**src/rtl/gf4k_tower_mul.sv**
```systemverilog
module gf4k_tower_mul #(
  parameter int              HW        = 6,
  parameter logic [HW-1:0]   BASE_TAPS = 6'h03,
  parameter logic [HW-1:0]   ALPHA_INV = 6'h21,
  parameter logic [2*HW-1:0] STEP      = 12'hE01
) (
  input  logic            clk,
  input  logic            rst_n,
  input  logic [2*HW-1:0] op_a,
  input  logic [2*HW-1:0] op_b,
  output logic [2*HW-1:0] product,
  input  logic            step_en,
  output logic [2*HW-1:0] power,
  output logic            wrap
);
  localparam int FW = 2 * HW;
  localparam logic [FW-1:0] ONE = FW'(1);

  function automatic logic [HW-1:0] base_mul(input logic [HW-1:0] x, input logic [HW-1:0] y);
    logic [HW-1:0] acc, sh;
    acc = '0;
    sh  = x;
    for (int i = 0; i < HW; i++) begin
      if (y[i]) acc = acc ^ sh;
      sh = sh[HW-1] ? ({sh[HW-2:0], 1'b0} ^ BASE_TAPS) : {sh[HW-2:0], 1'b0};
    end
    return acc;
  endfunction

  function automatic logic [FW-1:0] ext_mul(input logic [FW-1:0] x, input logic [FW-1:0] y);
    logic [HW-1:0] xh, xl, yh, yl, ll, hi, lo;
    xh = x[FW-1:HW];
    xl = x[HW-1:0];
    yh = y[FW-1:HW];
    yl = y[HW-1:0];
    ll = base_mul(xl, yl);
    hi = base_mul(xh ^ xl, yh ^ yl) ^ ll;
    lo = base_mul(base_mul(xh, yh), ALPHA_INV) ^ ll;
    return {hi, lo};
  endfunction

  logic [FW-1:0] next_pow;

  assign product  = ext_mul(op_a, op_b);
  assign next_pow = ext_mul(power, STEP);

  always_ff @(posedge clk) begin
    if (!rst_n) begin
      power <= ONE;
      wrap  <= 1'b0;
    end else begin
      if (step_en) power <= next_pow;
      wrap <= step_en && (next_pow == ONE);
    end
  end
endmodule

```
**config.mk**
```make
export PLATFORM = sky130hd
export DESIGN_NAME = gf4k_tower_mul
export DESIGN_NICKNAME = d
export VERILOG_FILES = /design/src/rtl/gf4k_tower_mul.sv
export SDC_FILE = /design/constraint.sdc
export NUM_CORES = 1
export LEC_CHECK = 0
export ABC_CLOCK_PERIOD_IN_PS = 2210
export BUFFER_PORTS_ARGS = -buffer_cell sky130_fd_sc_hd__buf_2
export CORE_AREA = 2 2 94 96
export CTS_BUF_LIST = sky130_fd_sc_hd__clkbuf_8
export CTS_CLUSTER_DIAMETER = 40
export DETAILED_ROUTE_END_ITERATION = 12
export DIE_AREA = 0 0 96 98
export GPL_TIMING_DRIVEN = 0
export HOLD_SLACK_MARGIN = 0.15
export PLACE_DENSITY_LB_ADDON = 0.05
export SLEW_MARGIN = 40
export SYNTH_ARGS = -nofsm -noshare
export SYNTH_HDL_FRONTEND = slang
export SYNTH_SLANG_ARGS = --single-unit
```
**constraint.sdc**
```tcl
create_clock -name clk -period 2.21 [get_ports clk]
set_input_delay 0.442 -clock clk [delete_from_list [all_inputs] [get_ports clk]]
set_output_delay 0.442 -clock clk [all_outputs]
set_load 0.02 [all_outputs]
```
# After elaboration in Yosys (flattened, before gate mapping)
# Index checks and enable logic that the tools add are counted.
[word_totals]
reg_bits = 13
output_inout_bits = 25
[classes]
eq_ne = 1
muxes = 53
bitwise_logic = 64
reduce_logical = 1
[ops]
columns = ["op", "count"]
rows = [
  ["6-bit bitwise XOR", 29],
  ["6-bit 2-to-1 mux", 18],
  ["2-bit 2-to-1 mux", 35],
  ["2-bit NOT", 35],
  ["12-bit by 1-bit == test with 1-bit output, second input constant", 1],
  ["1-bit logical AND", 1],
]

# Longest topological paths before layout
# Gate-level depths: netlist of run 1.
[logic_depth]
depth_word = 25
depth_mapped = 8
ltp_nobuf = 6

# Least setup slack after synthesis of run 1
# No wires, ideal clock.
[synth_timing]
path_kind = "in2out"
from = "in op_a[0]"
to = "out product[9]"
arrival_time_ns = 2.060
t_required_ns = 1.768
path_slack_ns = -0.292
cell_stages = 7
n_path_buf = 1
path_cell_list = "buf_4 > xor2_2 > xnor2_1 > nor2_1 > xnor2_1 > xnor3_1 > xor2_1"
[synth_via]
elab_chain_cells = 10
word_cells_on_any_way = 18
cone_classes = "8 x mux; 10 x bitwise"
[synth_lines]
columns = ["element", "line", "rtl"]
rows = [
  ["from (decl)", "9", "input logic [2*HW-1:0] op_a,"],
  ["6-bit bitwise XOR", "37", "hi = base_mul(xh ^ xl, yh ^ yl) ^ ll;"],
  ["2-bit NOT (no line)", "n/a", ""],
  ["2-bit 2-to-1 mux", "25", "sh = sh[HW-1] ? ({sh[HW-2:0], 1'b0} ^ BASE_TAPS) : {sh[HW-2:0], 1'b0};"],
  ["6-bit bitwise XOR", "24", "if (y[i]) acc = acc ^ sh;"],
  ["6-bit 2-to-1 mux", "24", ""],
  ["6-bit bitwise XOR", "24", ""],
  ["6-bit 2-to-1 mux", "24", ""],
  ["6-bit bitwise XOR", "24", ""],
  ["6-bit 2-to-1 mux", "24", ""],
  ["6-bit bitwise XOR *", "37", ""],
  ["to (decl)", "11", "output logic [2*HW-1:0] product,"],
]
# Mark *: on every way between the ends. The rest lies on a longest branch, timed or not.

# Worst setup path in the final report of run 1
[layout_timing]
from = "in op_a[5]"
to = "out product[7]"
[layout_via]
elab_chain_cells = 13
word_cells_on_any_way = 28
cone_classes = "14 x mux; 14 x bitwise"
[layout_lines]
columns = ["element", "line"]
rows = [
  ["6-bit bitwise XOR", "37"],
  ["2-bit 2-to-1 mux", "25"],
  ["6-bit bitwise XOR / 2-bit NOT (equally long branches)", "n/a"],
  ["6-bit 2-to-1 mux / 2-bit 2-to-1 mux (equally long branches)", "24, 25"],
  ["6-bit bitwise XOR", "24"],
  ["6-bit 2-to-1 mux", "24"],
  ["6-bit bitwise XOR", "24"],
  ["6-bit 2-to-1 mux", "24"],
  ["6-bit bitwise XOR", "24"],
  ["6-bit 2-to-1 mux", "24"],
  ["6-bit bitwise XOR", "24"],
  ["6-bit 2-to-1 mux", "24"],
  ["6-bit bitwise XOR *", "37"],
]
# Marks and branches as above.

==> impl_metrics.json, run 1 <==
{
  "die_x_um": 96,
  "p_leak_uw": 0.00208,
  "grt_max_degree": 11,
  "cp-end-kind": "output pin",
  "synth.distinct_cells": 34,
  "hold_end": "power[6]$_SDFFE_PN0P_",
  "synth-seq-area-share_pct": 9.10,
  "r2r_cells": 7,
  "period_share_pct": 114,
  "dp.cells": 536,
  "p_per_area_mw_per_mm2": 917,
  "failed_checks": "negative setup slack",
  "clk-insertion-delay-late_ns": 0.24,
  "layout_common_cells": "xnor2_1 (58), nand2_1 (55), buf_4 (49), xnor2_2 (38), buf_6 (30)",
  "drive_gt1_share_pct": 44.7,
  "finalMaxSlewViolations": 0,
  "path_class": "input port to output pin",
  "r2r_slack_ns": 0.20,
  "clock_sinks": 13,
  "rsz0062_at_grt": "yes",
  "grt_first_pass_wirelength_um": 13700,
  "grt_usage_pct": 18.4,
  "max_cap_viol_count": 0,
  "dpl.hpwl_um": 5970,
  "startpoint_type": "input port",
  "clk_pin_slew_worst_paths_ns": 0.05,
  "tightestPinTransition_ns": 0.527,
  "fp-row-count": 34,
  "layoutNonFillerInstCount": 594,
  "first_iter_violations": 34,
  "fin_crit_ns": 2.53,
  "min_from": "rst_n",
  "vias": 2812,
  "wl_um": 8750,
  "core_mm2": 0.00847,
  "grt_pass1_vias": 2723,
  "wl_per_cell_um": 14.7,
  "drtPass1Iterations": 4,
  "syn_nets": 421,
  "power_uw": 4380,
  "post-route-util_pct": 56.5,
  "initial_utilization_pct": 33.8,
  "fin_ws_ns": -0.316,
  "synth_area_per_cell_um2": 7.26,
  "layout_commonest_cell": "xnor2_1",
  "cts-htree-levels": 1,
  "die_area_mm2": 0.00941,
  "holdWs_ns": 0.473,
  "netlist_area_mm2": 0.00286,
  "ir_worst_vdd_mv": 0.702,
  "finalHoldViolations": 0,
  "setup_viol": 12,
  "hold_path_class": "input port to flip-flop",
  "worst_r2r_startpoint": "power[8]$_SDFFE_PN0P_",
  "synth_cells": 394,
  "arrival_ns": 2.08,
  "cp.required_ns": 1.77,
  "critical_path.reg2reg.endpoint": "wrap$_SDFF_PN0_",
  "fp.dieH_um": 98,
  "place.port_buffers": 34,
  "ys_ff_latch": 13,
  "diodes": 0,
  "status": "finished with violations",
  "route.detailed.drc": 0,
  "ctsHoldBuffers": 0,
  "io_pins": 52,
  "area_growth_pct": 67.2,
  "relSlewSlack_pct": 64.9,
  "grt.overflow.total": 0,
  "yosys_warnings": 0,
  "cts_buffers": 3,
  "antenna_found_initial": 0,
  "layout.nets": 514,
  "cp_max_fo": 4,
  "cts_tree": "built",
  "max_freq_ghz": 0.396,
  "vias_per_cell": 4.73,
  "skew_ns": 0.00508,
  "postRouteAntennaNets": 0,
  "root_buffer": "clkbuf_8",
  "cts_buffer_depth": 2,
  "pre_cts_ws_ns": -0.592,
  "hold_path_depth": 2,
  "globalplace.congestion": 0.811
}
==> synth_stat cells <==
cell type / number / area, um^2
xnor2_2: 4 / 65.1
nor2_1: 39 / 146
buf_4: 3 / 22.5
o211ai_1: 3 / 22.5
nand3_1: 8 / 40.0
nor2b_1: 10 / 62.6
xnor2_1: 109 / 955
nor2_2: 1 / 6.26
a221oi_1: 1 / 8.76
a31oi_1: 4 / 25.0
a21o_1: 1 / 7.51
inv_1: 2 / 7.51
a22oi_1: 3 / 22.5
dfxtp_1: 13 / 260
xor2_2: 3 / 48.8
buf_2: 19 / 95.1
or2_2: 1 / 6.26
and2_1: 6 / 37.5
buf_6: 3 / 33.8
nor3_1: 2 / 10.0
mux2i_1: 11 / 110
xnor3_1: 3 / 67.6
nor4_1: 1 / 6.26
o21ai_0: 5 / 25.0
and3_1: 2 / 12.5
nand2_1: 61 / 229
o22ai_1: 2 / 12.5
nand2b_1: 9 / 56.3
a211oi_1: 5 / 37.5
clkbuf_1: 9 / 33.8
a21oi_1: 15 / 75.1
o221ai_1: 1 / 8.76
xor2_1: 33 / 289
or3_1: 2 / 12.5
==> how the worst max path moves through the flow <==
| stage | endpoint | slack, ns | start |
|---|---|---|---|
| 3_5_place_dp | product[4] | -0.59 | op_b[5] |
| 5_1_grt | product[7] | -0.37 | op_a[5] |
| 3_3_place_gp | product[4] | -0.61 | op_b[3] |
| 2_1_floorplan | product[9] | -0.12 | op_b[0] |
| 6_report | product[7] | -0.32 | op_a[5] |
| 4_1_cts | product[7] | -0.30 | op_a[5] |
==> layer usage <==
layer	vias up	part of all wire (%)	track usage (%)
li1	1430	-	-
met4	0	1.9	4.07
met3	11	1.9	1.16
met1	1325	47	25.9
met2	46	50	30.6
met5	-	0	0
==> cells by family (layout without fill, tap and decap cells) <==
family	after synthesis	in the layout	synth area share (%)
buffers and inverters	36	128	6.74
multiplexers	11	11	3.85
AO/OA/AOI/OAI	40	40	8.58
XOR/XNOR	152	152	49.8
flip-flops	13	13	9.10
AND/OR/NAND/NOR	142	142	21.9
==> sequential cells by signal, indices dropped and copies added, names as in the netlist <==
| name | cells |
|---|---|
| power | 12 |
| wrap | 1 |
==> worst max-delay path, stage by stage <==
cell     delay [ns]
buf_12         0.11
xor2_4         0.18
buf_6          0.13
xnor2_4        0.18
buf_6          0.14
nor2_4         0.03
xor2_1         0.16
xnor2_1        0.20
xnor3_2        0.36
buf_6          0.14
==> area by class of cell <==
class	instances	area (um^2)
Buffer	34	333
Clock buffer	3	41.3
Clock inverter	1	3.75
Fill cell	745	3690
Inverter	2	7.51
Multi-Input combinational cell	345	3210
Sequential cell	13	260
Tap cell	108	135
Timing Repair Buffer	88	787
==> report_power, final <==
part           leakage, uW  switching [uW]  total, uW  internal (uW)
combinational      0.00195            1840       3760           1910
sequential        0.000107            97.2        418            321
clock            0.0000269            86.3        209            123
total              0.00208            2030       4380           2360
==> timing repair <==
action                                  in CTS  in global routing
resized for setup                          104                 89
endpoints found under the setup margin      12                 12
cloned                                       2                  1
setup buffers                               27                 25
pin swaps                                   41                 53
==> stage by stage <==
stage / TNS (ns) / instance area [um^2]
after floorplan: -0.388 / 3090
after global placement: -5.54 / 3390
after detailed placement: -5.42 / 3390
after CTS: -1.99 / 4110
after global routing: -2.84 / 4780
final: -1.97 / 4780
(Power assumes the default switching activity.)
==> run 2, diff against run 1 <==
--- a/config.mk
+++ b/config.mk
@@ -5,7 +5,7 @@
 export SDC_FILE = /design/constraint.sdc
 export NUM_CORES = 1
 export LEC_CHECK = 0
-export ABC_CLOCK_PERIOD_IN_PS = 2210
+export ABC_CLOCK_PERIOD_IN_PS = 3150
 export BUFFER_PORTS_ARGS = -buffer_cell sky130_fd_sc_hd__buf_2
 export CORE_AREA = 2 2 94 96
 export CTS_BUF_LIST = sky130_fd_sc_hd__clkbuf_8
@@ -14,6 +14,7 @@
 export DIE_AREA = 0 0 96 98
 export GPL_TIMING_DRIVEN = 0
 export HOLD_SLACK_MARGIN = 0.15
+export MAX_ROUTING_LAYER = met4
 export PLACE_DENSITY_LB_ADDON = 0.05
 export SLEW_MARGIN = 40
 export SYNTH_ARGS = -nofsm -noshare
==> constraint.sdc (replaced) <==
create_clock -name clk -period 3.15 [get_ports clk]
set_input_delay 0.63 -clock clk [delete_from_list [all_inputs] [get_ports clk]]
set_output_delay 0.63 -clock clk [all_outputs]
set_load 0.02 [all_outputs]
==> impl_metrics.json, run 2 (same netlist as run 1, synthesis figures left out) <==
{
  "layout.nets": 459,
  "drtPass1Iterations": 4,
  "period_share_pct": 96.8,
  "max_stage_delay_ns": 0.44,
  "drive_gt1_share_pct": 18.8,
  "top_regs": "power (12), wrap (1)",
  "grt_pass1_vias": 2581,
  "layout_commonest_cell": "xnor2_1",
  "die_x_um": 96,
  "vias_per_cell": 4.84,
  "clk_pin_slew_worst_paths_ns": 0.06,
  "setup_viol": 0,
  "post-cts-setup-buffer-count": 0,
  "cp.required_ns": 2.52,
  "antenna_found_initial": 0,
  "ir_worst_vdd_mv": 0.471,
  "cts-htree-levels": 1,
  "max_freq_ghz": 0.328,
  "place.port_buffers": 34,
  "first_iter_violations": 53,
  "finalHoldViolations": 0,
  "area_growth_pct": 14.5,
  "clk-insertion-delay-late_ns": 0.24,
  "status": "finished, final reports clean",
  "fill_cells": 953,
  "finalMaxSlewViolations": 0,
  "diodes": 0,
  "cts_buffer_depth": 2,
  "globalplace.congestion": 0.788,
  "arrival_ns": 2.42,
  "skew_ns": 0.000890,
  "tightestPinTransition_ns": 0.564,
  "fp-row-count": 34,
  "path_class": "input port to output pin",
  "ctsHoldBuffers": 0,
  "top_register": "power",
  "relSlewSlack_pct": 62.2,
  "cp-end-kind": "output pin",
  "grt_max_degree": 11,
  "die_area_mm2": 0.00941,
  "route.detailed.drc": 0,
  "crit_family": "XOR/XNOR gates",
  "regArea_um2": 260,
  "multi_input_comb_area_mm2": 0.00247,
  "largest_reg_flops": 12,
  "io_pins": 52,
  "tns_ns": 0,
  "cp_max_fo": 5,
  "cts_tree": "built",
  "holdWs_ns": 0.640,
  "rsz0062_at_grt": "yes",
  "postRouteAntennaNets": 0,
  "dpl.hpwl_um": 6000,
  "cts_buffers": 3,
  "initial_utilization_pct": 33.8,
  "grt.overflow.total": 0,
  "layout_common_cells": "xnor2_1 (101), nand2_1 (61), buf_2 (53), nor2_1 (39), xor2_1 (32)",
  "startpoint_type": "input port",
  "clock_sinks": 13,
  "hold_path_class": "input port to flip-flop",
  "fin_crit_ns": 3.05,
  "p_per_area_mw_per_mm2": 755,
  "grt_first_pass_wirelength_um": 13000,
  "vias": 2608,
  "crit_top_cell": "buf_2",
  "grt_usage_pct": 17.9,
  "wl_um": 7920,
  "core_mm2": 0.00847,
  "cpMaxStageDelayCell": "xnor3_1",
  "p_leak_uw": 0.00136,
  "root_buffer": "clkbuf_8",
  "worstPathCellList": "buf_2, xor2_2, nand2_1, mux2i_1, xnor2_1, xnor2_2, xnor3_1, buf_2",
  "max_cap_viol_count": 0,
  "wl_per_cell_um": 14.7,
  "fp.dieH_um": 98,
  "critical_path_buf_inv_count": 2
}
[run 2: area by class of cell]
| cell class | count | area share (%) |
|---|---|---|
| clock inverter | 1 | 0.115 |
| tap | 108 | 4.13 |
| buffer | 33 | 5.58 |
| timing repair buffer | 34 | 5.20 |
| sequential | 13 | 7.95 |
| multi-input combinational | 345 | 75.5 |
| clock buffer | 3 | 1.26 |
| inverter | 2 | 0.229 |
[run 2: per-stage QoR]
| step | std cells | instance area, um^2 | utilization (%) | worst slack [ns] | power, uW |
|---|---|---|---|---|---|
| 2_1_floorplan | 394 | 2860 | - | 0.272 | 1890 |
| 3_3_place_gp | 536 | 3160 | 37.4 | -0.0389 | 2310 |
| 3_5_place_dp | 536 | 3160 | 37.4 | -0.0124 | 2320 |
| 4_1_cts | 540 | 3220 | 38.0 | 0.00324 | 2480 |
| 5_1_grt | 539 | 3270 | 38.7 | -0.0292 | 2690 |
| 6_report | 539 | 3270 | 38.7 | 0.101 | 2470 |
[run 2: layer usage]
| metal | vias to the layer above | routed length (um) | GRT usage (%) |
|---|---|---|---|
| met4 | 0 | 44 | 3.74 |
| met1 | 1237 | 3870 | 24.9 |
| met5 | - | 0 | - |
| met3 | 4 | 284 | 1.08 |
| li1 | 1312 | - | - |
| met2 | 55 | 3720 | 28.4 |
[run 2: path summary, 6_finish.rpt]
path,from,endpoint,slack (ns),depth (start not counted)
worst max-delay path,op_a[5],product[7],0.10,8
worst min-delay path,rst_n,power[6]$_SDFFE_PN0P_,0.64,2
worst max register to register,power[8]$_SDFFE_PN0P_,wrap$_SDFF_PN0_,1.15,7
worst min register to register,power[7]$_SDFFE_PN0P_,power[7]$_SDFFE_PN0P_,0.64,2
[run 2: report_power, final]
part           switching (uW)  internal, uW  total (uW)
combinational            1120           908        2030
sequential               71.8           225         297
clock                    63.4          86.2         150
[run 2: what timing repair did]
item / CTS / global route
gates cloned: 0 / 0
resized for setup: 1 / 9
setup endpoints to repair: 1 / 9
[run 2: worst register-to-register path, cell delays in order (launching register included)]
cell	delay, ns
dfxtp_1	0.32
buf_2	0.20
xor2_2	0.30
xnor2_1	0.25
xnor2_1	0.22
mux2i_1	0.23
o211ai_1	0.12
a211oi_1	0.26
==> run 3, diff against run 2 <==
--- a/config.mk
+++ b/config.mk
@@ -7,11 +7,11 @@
 export LEC_CHECK = 0
 export ABC_CLOCK_PERIOD_IN_PS = 3150
 export BUFFER_PORTS_ARGS = -buffer_cell sky130_fd_sc_hd__buf_2
-export CORE_AREA = 2 2 94 96
+export CORE_AREA = 2 2 79 81
 export CTS_BUF_LIST = sky130_fd_sc_hd__clkbuf_8
 export CTS_CLUSTER_DIAMETER = 40
 export DETAILED_ROUTE_END_ITERATION = 12
-export DIE_AREA = 0 0 96 98
+export DIE_AREA = 0 0 81 83
 export GPL_TIMING_DRIVEN = 0
 export HOLD_SLACK_MARGIN = 0.15
 export MAX_ROUTING_LAYER = met4
==> impl_metrics.json, run 3 (same netlist as run 1, synthesis figures left out) <==
{
  "status": "finished, final reports clean",
  "cts-htree-levels": 1,
  "period_share_pct": 95.5,
  "drtPass1Iterations": 4,
  "intPower_uw": 1220,
  "hold_path_class": "flip-flop to flip-flop",
  "place.port_buffers": 34,
  "grt_first_pass_wirelength_um": 11400,
  "clk_pin_slew_worst_paths_ns": 0.06,
  "max_cap_viol_count": 0,
  "largest_reg_flops": 12,
  "layoutNonFillerInstCount": 507,
  "grt.overflow.total": 0,
  "grt_usage_pct": 21.4,
  "skew_ns": 0.000912,
  "max_freq_ghz": 0.333,
  "diodes": 0,
  "layout.nets": 460,
  "fp-row-count": 28,
  "drive_gt1_share_pct": 18.3,
  "die_area_mm2": 0.00672,
  "dpl.hpwl_um": 5310,
  "rsz0062_at_grt": "no",
  "p_switching_uw": 1230,
  "p_leak_uw": 0.00136,
  "clock_sinks": 13,
  "combPwrFrac_pct": 81.9,
  "path_class": "input port to output pin",
  "grt_max_degree": 11,
  "cp.required_ns": 2.52,
  "r2r_slack_ns": 1.11,
  "ir_worst_vdd_mv": 0.621,
  "setup_viol": 0,
  "initial_utilization_pct": 49.2,
  "io_pins": 52,
  "wl_per_cell_um": 13.5,
  "cts_buffer_depth": 2,
  "top_regs": "power (12), wrap (1)",
  "dp.cells": 503,
  "cts_buffers": 3,
  "clk-insertion-delay-late_ns": 0.25,
  "tns_ns": 0,
  "cp-end-kind": "output pin",
  "root_buffer": "clkbuf_8",
  "holdWs_ns": 0.645,
  "vias": 2585,
  "wl_um": 6820,
  "pwr-share-seq_pct": 12.0,
  "cp_max_fo": 10,
  "p_per_area_mw_per_mm2": 758,
  "die_x_um": 81,
  "core_mm2": 0.00582,
  "startpoint_type": "input port",
  "vias_per_cell": 5.10,
  "post-route-util_pct": 55.6,
  "pwr-share-clk_pct": 6.1,
  "finalHoldViolations": 0,
  "antenna_found_initial": 0,
  "fp.dieH_um": 83,
  "arrival_ns": 2.38,
  "finalMaxSlewViolations": 0,
  "first_iter_violations": 124,
  "top_register": "power",
  "route.detailed.drc": 0,
  "tightestPinTransition_ns": 0.539,
  "area_growth_pct": 13.1,
  "cts_tree": "built",
  "fin_crit_ns": 3.01,
  "postRouteAntennaNets": 0,
  "ctsHoldBuffers": 0,
  "post-cts-setup-buffer-count": 0,
  "globalplace.congestion": 0.880,
  "relSlewSlack_pct": 63.8,
  "grt_pass1_vias": 2344,
  "netSwitchingFraction_pct": 50.4,
  "layout_commonest_cell": "xnor2_1",
  "layout_common_cells": "xnor2_1 (102), nand2_1 (61), buf_2 (53), nor2_1 (39), xor2_1 (33)"
}
run 3: cell count changes in the layout (fill, tap and decap cells not counted):
cell / change
clkbuf_1: +1
xnor2_1: +1
xnor2_2: -1
xor2_1: +1
xor2_2: -2
xor2_4: +1
run 3: final timing paths:
kind / start / end / cells past startpoint
min: power[7]$_SDFFE_PN0P_ / power[7]$_SDFFE_PN0P_ / 2
max reg2reg: power[8]$_SDFFE_PN0P_ / wrap$_SDFF_PN0_ / 7
min reg2reg: power[7]$_SDFFE_PN0P_ / power[7]$_SDFFE_PN0P_ / 2
max: op_b[5] / product[4] / 9
run 3: power groups by stage:
stage	Clock, uW	Sequential [uW]	Combinational, uW
5_1_grt	162	305	2190
3_3_place_gp	0	297	1980
3_5_place_dp	0	299	1990
2_1_floorplan	0	357	1530
6_report	150	294	2010
4_1_cts	154	295	2010
run 3: area by class of cell:
type                            instances  area, um^2
Multi-Input combinational cell        345        2470
Inverter                                2        7.51
Fill cell                             598        2580
Clock buffer                            3        41.3
Timing Repair Buffer                   34         170
Tap cell                               75        93.8
Sequential cell                        13         260
Buffer                                 34         186
Clock inverter                          1        3.75
run 3: stage by stage:
stage | total power, uW | setup WS [ns] | area, um^2
floorplan | 1890 | 0.272 | 2860
global placement | 2280 | 0.00505 | 3120
detailed placement | 2290 | -0.00980 | 3120
CTS | 2460 | 0.0145 | 3180
global route | 2660 | 0.0144 | 3230
finish | 2450 | 0.143 | 3230
run 3: what timing repair did:
| item | 4_1_cts | 5_1_grt |
|---|---|---|
| gates resized for setup | 1 | 9 |
| pin swaps | 0 | 2 |
| setup endpoints to repair | 1 | 7 |
run 3: per-layer routing:
metal	track usage [%]	vias to the layer above	wire length, um	part of all wire (%)
li1	-	1327	-	-
met3	2.07	9	215	3.2
met4	5.70	0	91	1.3
met5	-	-	0	0
met2	32.8	57	3210	47
met1	29.8	1192	3300	48
run 3: critical path, cell delays in order:
cell	delay, ns
buf_2	0.15
buf_2	0.23
nor2b_1	0.22
a211oi_1	0.10
a31oi_1	0.15
nor2_1	0.07
xnor2_1	0.46
xnor2_1	0.18
buf_2	0.19
